File: src/rtl/splice_pkg.sv
package splice_pkg;

    localparam int ADDR_W = 32;
    localparam int PORT_W = 16;
    localparam int SEQN_W = 32;
    localparam int CSUM_W = 16;

    // 16-bit words that a hit changes under each checksum
    localparam int IP_WORDS  = (2 * ADDR_W) / CSUM_W;
    localparam int TCP_WORDS = (2 * ADDR_W + 2 * PORT_W + 2 * SEQN_W) / CSUM_W;

    typedef struct packed {
        logic [ADDR_W-1:0] src_ip;
        logic [ADDR_W-1:0] dst_ip;
        logic [PORT_W-1:0] src_port;
        logic [PORT_W-1:0] dst_port;
        logic [SEQN_W-1:0] seq;
        logic [SEQN_W-1:0] ack;
        logic [CSUM_W-1:0] ip_csum;
        logic [CSUM_W-1:0] tcp_csum;
    } hdr_t;

    typedef struct packed {
        logic [SEQN_W-1:0] seq_off;
        logic [SEQN_W-1:0] ack_off;
        logic [ADDR_W-1:0] src_ip;
        logic [ADDR_W-1:0] dst_ip;
        logic [PORT_W-1:0] src_port;
        logic [PORT_W-1:0] dst_port;
    } rec_t;

    typedef enum logic {
        SLOT_EMPTY = 1'b0,
        SLOT_FULL  = 1'b1
    } slot_e;

endpackage

File: src/rtl/csum_patch.sv
module csum_patch
    import splice_pkg::*;
#(
    parameter int N_WORDS = 4
) (
    input  logic [CSUM_W-1:0]         old_csum,
    input  logic [N_WORDS*CSUM_W-1:0] old_w,
    input  logic [N_WORDS*CSUM_W-1:0] new_w,
    output logic [CSUM_W-1:0]         new_csum
);

    // Enough headroom for 2*N_WORDS+1 terms of 16 bits
    localparam int ACC_W = CSUM_W + $clog2(2 * N_WORDS + 2);
    localparam int PAD_W = ACC_W - CSUM_W;

    logic [CSUM_W-1:0] inv_csum;
    logic [ACC_W-1:0]  part [N_WORDS+1];
    logic [CSUM_W:0]   fold1;
    logic [CSUM_W-1:0] fold2;

    assign inv_csum = ~old_csum;
    assign part[0]  = {{PAD_W{1'b0}}, inv_csum};

    for (genvar g = 0; g < N_WORDS; g++) begin : g_term
        logic [CSUM_W-1:0] inv_old;
        logic [CSUM_W-1:0] fresh;
        assign inv_old    = ~old_w[g*CSUM_W +: CSUM_W];
        assign fresh      = new_w[g*CSUM_W +: CSUM_W];
        assign part[g+1]  = part[g] + {{PAD_W{1'b0}}, inv_old}
                                    + {{PAD_W{1'b0}}, fresh};
    end

    // End-around carry, twice, then complement
    assign fold1    = {1'b0, part[N_WORDS][CSUM_W-1:0]}
                    + {{(CSUM_W+1-PAD_W){1'b0}}, part[N_WORDS][ACC_W-1:CSUM_W]};
    assign fold2    = fold1[CSUM_W-1:0] + {{(CSUM_W-1){1'b0}}, fold1[CSUM_W]};
    assign new_csum = ~fold2;

endmodule

File: src/rtl/splice_xlate.sv
module splice_xlate
    import splice_pkg::*;
(
    input  hdr_t raw,
    input  rec_t rec,
    input  logic hit,
    output hdr_t nxt
);

    logic [SEQN_W-1:0] seq_new;
    logic [SEQN_W-1:0] ack_new;
    logic [CSUM_W-1:0] ip_c;
    logic [CSUM_W-1:0] tcp_c;
    hdr_t              patched;

    assign seq_new = raw.seq + rec.seq_off;
    assign ack_new = raw.ack - rec.ack_off;

    csum_patch #(.N_WORDS(IP_WORDS)) u_ip_patch (
        .old_csum (raw.ip_csum),
        .old_w    ({raw.src_ip, raw.dst_ip}),
        .new_w    ({rec.src_ip, rec.dst_ip}),
        .new_csum (ip_c)
    );

    csum_patch #(.N_WORDS(TCP_WORDS)) u_tcp_patch (
        .old_csum (raw.tcp_csum),
        .old_w    ({raw.src_ip, raw.dst_ip, raw.src_port, raw.dst_port,
                    raw.seq, raw.ack}),
        .new_w    ({rec.src_ip, rec.dst_ip, rec.src_port, rec.dst_port,
                    seq_new, ack_new}),
        .new_csum (tcp_c)
    );

    always_comb begin
        patched          = raw;
        patched.src_ip   = rec.src_ip;
        patched.dst_ip   = rec.dst_ip;
        patched.src_port = rec.src_port;
        patched.dst_port = rec.dst_port;
        patched.seq      = seq_new;
        patched.ack      = ack_new;
        patched.ip_csum  = ip_c;
        patched.tcp_csum = tcp_c;
        nxt              = hit ? patched : raw;
    end

endmodule

File: src/rtl/splice_slot_ctl.sv
module splice_slot_ctl
    import splice_pkg::*;
(
    input  logic clk,
    input  logic rst_n,
    input  logic in_valid,
    input  logic b_drain,
    output logic in_ready,
    output logic load_a,
    output logic load_b,
    output logic a_full,
    output logic b_full
);

    slot_e a_st, a_nx;
    slot_e b_st, b_nx;
    logic  b_go;

    always_ff @(posedge clk) begin
        if (!rst_n) begin
            a_st <= SLOT_EMPTY;
            b_st <= SLOT_EMPTY;
        end else begin
            a_st <= a_nx;
            b_st <= b_nx;
        end
    end

    always_comb begin
        b_go     = (b_st == SLOT_FULL) && b_drain;
        load_b   = (a_st == SLOT_FULL) && ((b_st == SLOT_EMPTY) || b_go);
        in_ready = (a_st == SLOT_EMPTY) || load_b;
        load_a   = in_valid && in_ready;
        a_full   = (a_st == SLOT_FULL);
        b_full   = (b_st == SLOT_FULL);

        unique case (a_st)
            SLOT_EMPTY: a_nx = load_a ? SLOT_FULL : SLOT_EMPTY;           // FILL / HOLD
            SLOT_FULL:  a_nx = load_a ? SLOT_FULL                         // REFILL
                             : (load_b ? SLOT_EMPTY : SLOT_FULL);         // DRAIN / HOLD
        endcase

        unique case (b_st)
            SLOT_EMPTY: b_nx = load_b ? SLOT_FULL : SLOT_EMPTY;           // FILL / HOLD
            SLOT_FULL:  b_nx = load_b ? SLOT_FULL                         // REFILL
                             : (b_go ? SLOT_EMPTY : SLOT_FULL);           // DRAIN / HOLD
        endcase
    end

    // an accepted header occupies slot A on the next cycle
    p_accept_fills_r9: assert property (@(posedge clk) disable iff (!rst_n)
        in_valid && in_ready |=> a_full);

    // slot B only becomes occupied from an occupied slot A
    p_b_from_a_r9: assert property (@(posedge clk) disable iff (!rst_n)
        $rose(b_full) |-> $past(a_full));

    // a blocked full pipeline refuses input
    p_full_blocks_r9: assert property (@(posedge clk) disable iff (!rst_n)
        a_full && b_full && !b_drain |=> $past(!in_ready));

endmodule

File: src/rtl/splice_rewriter.sv
module splice_rewriter
    import splice_pkg::*;
(
    input  logic              clk,
    input  logic              rst_n,
    input  logic              in_valid,
    output logic              in_ready,
    input  logic [ADDR_W-1:0] in_src_ip,
    input  logic [ADDR_W-1:0] in_dst_ip,
    input  logic [PORT_W-1:0] in_src_port,
    input  logic [PORT_W-1:0] in_dst_port,
    input  logic [SEQN_W-1:0] in_seq,
    input  logic [SEQN_W-1:0] in_ack,
    input  logic [CSUM_W-1:0] in_ip_csum,
    input  logic [CSUM_W-1:0] in_tcp_csum,
    input  logic              rec_hit,
    input  logic [SEQN_W-1:0] rec_seq_off,
    input  logic [SEQN_W-1:0] rec_ack_off,
    input  logic [ADDR_W-1:0] rec_src_ip,
    input  logic [ADDR_W-1:0] rec_dst_ip,
    input  logic [PORT_W-1:0] rec_src_port,
    input  logic [PORT_W-1:0] rec_dst_port,
    input  logic              out_ready,
    output logic              out_valid,
    input  logic              exc_ready,
    output logic              exc_miss_valid,
    output logic [ADDR_W-1:0] out_src_ip,
    output logic [ADDR_W-1:0] out_dst_ip,
    output logic [PORT_W-1:0] out_src_port,
    output logic [PORT_W-1:0] out_dst_port,
    output logic [SEQN_W-1:0] out_seq,
    output logic [SEQN_W-1:0] out_ack,
    output logic [CSUM_W-1:0] out_ip_csum,
    output logic [CSUM_W-1:0] out_tcp_csum
);

    hdr_t in_hdr, a_hdr, b_hdr, xl_hdr;
    rec_t in_rec, a_rec;
    logic a_hit, b_hit;
    logic load_a, load_b, a_full, b_full, b_drain;

    assign in_hdr = '{src_ip: in_src_ip, dst_ip: in_dst_ip,
                      src_port: in_src_port, dst_port: in_dst_port,
                      seq: in_seq, ack: in_ack,
                      ip_csum: in_ip_csum, tcp_csum: in_tcp_csum};
    assign in_rec = '{seq_off: rec_seq_off, ack_off: rec_ack_off,
                      src_ip: rec_src_ip, dst_ip: rec_dst_ip,
                      src_port: rec_src_port, dst_port: rec_dst_port};

    // Slot B drains on the ready of its own route only
    assign b_drain = b_hit ? out_ready : exc_ready;

    splice_slot_ctl u_ctl (
        .clk      (clk),
        .rst_n    (rst_n),
        .in_valid (in_valid),
        .b_drain  (b_drain),
        .in_ready (in_ready),
        .load_a   (load_a),
        .load_b   (load_b),
        .a_full   (a_full),
        .b_full   (b_full)
    );

    splice_xlate u_xlate (
        .raw (a_hdr),
        .rec (a_rec),
        .hit (a_hit),
        .nxt (xl_hdr)
    );

    always_ff @(posedge clk) begin
        if (!rst_n) begin
            a_hdr <= '0;
            a_rec <= '0;
            a_hit <= 1'b0;
            b_hdr <= '0;
            b_hit <= 1'b0;
        end else begin
            if (load_a) begin
                a_hdr <= in_hdr;
                a_rec <= in_rec;
                a_hit <= rec_hit;
            end
            if (load_b) begin
                b_hdr <= xl_hdr;
                b_hit <= a_hit;
            end
        end
    end

    always_comb begin
        out_valid      = b_full && b_hit;
        exc_miss_valid = b_full && !b_hit;
        out_src_ip     = b_hdr.src_ip;
        out_dst_ip     = b_hdr.dst_ip;
        out_src_port   = b_hdr.src_port;
        out_dst_port   = b_hdr.dst_port;
        out_seq        = b_hdr.seq;
        out_ack        = b_hdr.ack;
        out_ip_csum    = b_hdr.ip_csum;
        out_tcp_csum   = b_hdr.tcp_csum;
    end

    // a stalled forward output holds its content
    p_hold_out_r9: assert property (@(posedge clk) disable iff (!rst_n)
        out_valid && !out_ready |=> out_valid && $stable(out_seq)
                                    && $stable(out_tcp_csum) && $stable(out_src_ip));

    // a stalled miss stays presented, regardless of out_ready
    p_hold_exc_r10: assert property (@(posedge clk) disable iff (!rst_n)
        exc_miss_valid && !exc_ready |=> exc_miss_valid && $stable(out_seq)
                                         && $stable(out_ip_csum));

endmodule

File: config.mk
export PLATFORM = sky130hd
export DESIGN_NAME = splice_rewriter
export DESIGN_NICKNAME = d
export VERILOG_FILES = /design/src/rtl/splice_pkg.sv /design/src/rtl/csum_patch.sv /design/src/rtl/splice_xlate.sv /design/src/rtl/splice_slot_ctl.sv /design/src/rtl/splice_rewriter.sv
export SDC_FILE = /design/constraint.sdc
export NUM_CORES = 2
export LEC_CHECK = 0
export BUFFER_PORTS_ARGS = -buffer_cell sky130_fd_sc_hd__buf_2
export CAP_MARGIN = 20
export CORE_MARGIN = 2
export CORE_UTILIZATION = 63
export DETAILED_ROUTE_END_ITERATION = 10
export PLACE_DENSITY = 0.89
export SYNTH_ARGS = -nofsm -noshare
export SYNTH_HDL_FRONTEND = slang
export SYNTH_SLANG_ARGS = --single-unit
File: constraint.sdc
create_clock -name clk -period 32.9 [get_ports clk]
set_clock_uncertainty 0.05 [all_clocks]
set_input_delay 4.935 -clock clk [delete_from_list [all_inputs] [get_ports clk]]
set_output_delay 4.935 -clock clk [all_outputs]
set_load 0.03 [all_outputs]
==> qor.yml <==
setup_path:
  path_buf_inv: 6
  start_kind: "register"
  max_stage_delay_ns: 0.62
  startpoint: "a_hdr[32]"
  arrival_ns: 12.93
  cp_slowest_cell: "or4_4"
  r2r-end: "out_tcp_csum[14]"
  critPathCapture: "out_tcp_csum[14]"
  crit_path_frequent_cell: "fa_1"
  critPathKind: "register to register"
  cp_max_fo: 10
  required_ns: 33.38
  reg2reg_from: "a_hdr[32]"
  reg2regPathDepth: 48
  worst_setup_path_end_kind: "register"
  path_delay_family: "compound AO/OA/AOI/OAI gates"
  cp.depth: 48
  reg2reg_slack_ns: 20.45
sta:
  rsz0062_at_grt: "no"
  timing.slew.headroom_pct: 23.82
  tightestPinTransition_ns: 1.143
  fmax_mhz: 80.33
  final-setup-viol-count: 0
  hold_slack_ns: 0.4052
  drv_slew: 0
  period_needed_ns: 12.45
  setup_tns_ns: 0
  hold_violations: 0
  finalCritPeriodShare_pct: 37.84
finish:
  areaGrowthSynthToFinish_pct: 13.52
  mostFrequentLayoutCells: "824 x nand2_1, 590 x inv_1, 552 x buf_2"
  postLayoutCoreUtil_pct: 72.50
  multi_input_area_mm2: 0.02291
  final_net_count: 5608
  seq_area_mm2: 0.01097
  final_common_cell: "nand2_1"
  drive_gt1_share_pct: 14.64
  nFillCells: 4300
yosys:
  ys_seq_elements: 548
  ys_seq_area_share_pct: 29.72
  synth_edf_count: 0
  synth_flop_cell: "dfxtp_1"
  syn_area_mm2: 0.03691
  yosysUniqueCellTypes: 83
  synthTopCellsByArea: "dfxtp_1 30%, fa_1 22%, nand2_1 8.4%, a21oi_1 6.7%, inv_1 6.0%"
  syn_inst: 4295
  syn_area_per_cell_um2: 8.595
  async_reset_ff_share_pct: 0
  synth_top_area_cell: "dfxtp_1"
  yosys.area.top_type_share_pct: 29.72
  synth_nets: 5197
  synth-warning-count: 0
routing:
  ant_nets: 0
  wire_per_inst_um: 23.43
  drcViolationCount: 0
  drt_iter0_markers: 3701
  drt-total-wl_mm: 129.2
  num_vias: 32959
  drt_pass1_iterations: 6
  viasPerCell: 5.976
clocking:
  post_cts_resized: 0
  clock_latency_ns: 0.63
  cts_hold_buffers: 0
  htree_levels: 2
  clkTransAtPathRegs_ns: 0.06
  cts_setup_buffers: 0
  numCtsBuffers: 55
  clkSinkCount: 548
  cts_tree: "yes"
  ctsLongestPathBuffers: 3
  root_buffer: "clkbuf_16"
global_routing:
  grt_pass1_vias: 32053
  antenna_found_initial: 3
  grt_util_met1_pct: 55.14
  grt_pass1_wl_mm: 189.8
  grt.met2_usage_pct: 65.23
  use_met3_pct: 9.782
  track_usage_pct: 42.33
  grt.busiest_layer: "met2"
  grt_max_degree: 164
  overflow: 0
die:
  die_y_um: 246.1
  rows: 88
  initial_core_util_pct: 63.86
  die_w_um: 246.1
  core_mm2: 0.05781
  die_area_mm2: 0.06055
  io_pins: 553
placement:
  post-dp-hpwl_mm: 101.7
  io_buffers: 552
  place_congestion: 1.022
run_status:
  outcome: "completed"
hold_path:
  hp-class: "register to register"
job:
  max_cap_viol_count: 0
final cells by class:
| type | instances | area share [%] |
|---|---|---|
| well taps | 765 | 2.284 |
| flip-flops and latches | 548 | 26.19 |
| multi-input cells | 2937 | 54.67 |
| diodes | 2 | 0.01194 |
| clock inverters | 21 | 0.7076 |
| clock buffers | 78 | 3.831 |
| inverters | 591 | 5.312 |
| repair buffers | 573 | 6.998 |
through the flow:
stage	instance area, µm²	setup slack, ns	instances
6_report	41910	20.45	5515
5_1_grt	41900	19.74	5514
4_1_cts	41900	20.67	5513
3_5_place_dp	40000	20.69	5414
3_3_place_gp	40000	20.94	5414
2_1_floorplan	36910	21.89	4295
cell families after synthesis:
| logic type | Yosys count | share of synthesized area (%) |
|---|---|---|
| muxes | 131 | 3.559 |
| xor gates and xnor gates | 121 | 2.891 |
| buffers and inverters | 810 | 8.284 |
| and+or+nand+nor | 1227 | 13.72 |
| AOI/OAI and AO/OA | 913 | 14.96 |
| DFF | 548 | 29.72 |
| adders and majority gates | 545 | 26.87 |
worst min-delay path: cells and delay by family, from the launching register on:
kind / cells / cell delay (ns)
DFF: 1 / 0.31
and+or+nand+nor: 1 / 0.05
AOI/OAI and AO/OA: 1 / 0.05
registers in the layout (all words and copies together), names as in the netlist, 16 cells and up:
| name | cells |
|---|---|
| out_seq | 32 |
| out_tcp_csum | 16 |
| out_ack | 32 |
| out_src_ip | 32 |
| out_ip_csum | 16 |
| a_hdr | 192 |
| out_src_port | 16 |
| out_dst_ip | 32 |
| a_rec | 160 |
| out_dst_port | 16 |
synthesized netlist by cell type (24+ instances only):
master / count
a211oi_1: 138
a21o_1: 51
a21oi_1: 492
clkbuf_1: 200
dfxtp_1: 548
fa_1: 413
ha_1: 131
inv_1: 591
mux2i_1: 129
nand2_1: 826
nand3_1: 33
nor2_1: 220
nor3_1: 24
o21ai_0: 83
xnor2_1: 78
xor2_1: 42
worst min path at each step:
| stage | start | end | slack [ns] | cells past startpoint |
|---|---|---|---|---|
| after detailed placement | out_ack[5] | out_ack[5] | 0.39 | 2 |
| after floorplan | a_hdr[23] | a_hdr[23] | 0.39 | 2 |
| after CTS | a_rec[113] | a_rec[113] | 0.41 | 2 |
| final | out_ip_csum[11] | out_ip_csum[11] | 0.41 | 2 |
| after global routing | a_rec[122] | a_rec[122] | 0.42 | 2 |
| after global placement | out_ip_csum[7] | out_ip_csum[7] | 0.39 | 2 |
per-layer routing:
| layer | wire (µm) | vias to the layer above |
|---|---|---|
| li1 | - | 14700 |
| met1 | 48270 | 15801 |
| met2 | 57770 | 1989 |
| met3 | 14530 | 465 |
| met4 | 8590 | 4 |
| met5 | 25 | - |
Power is left out: the tool's default activity adds up to more than one toggle a clock period on the data nets, which glitch-free logic cannot reach.
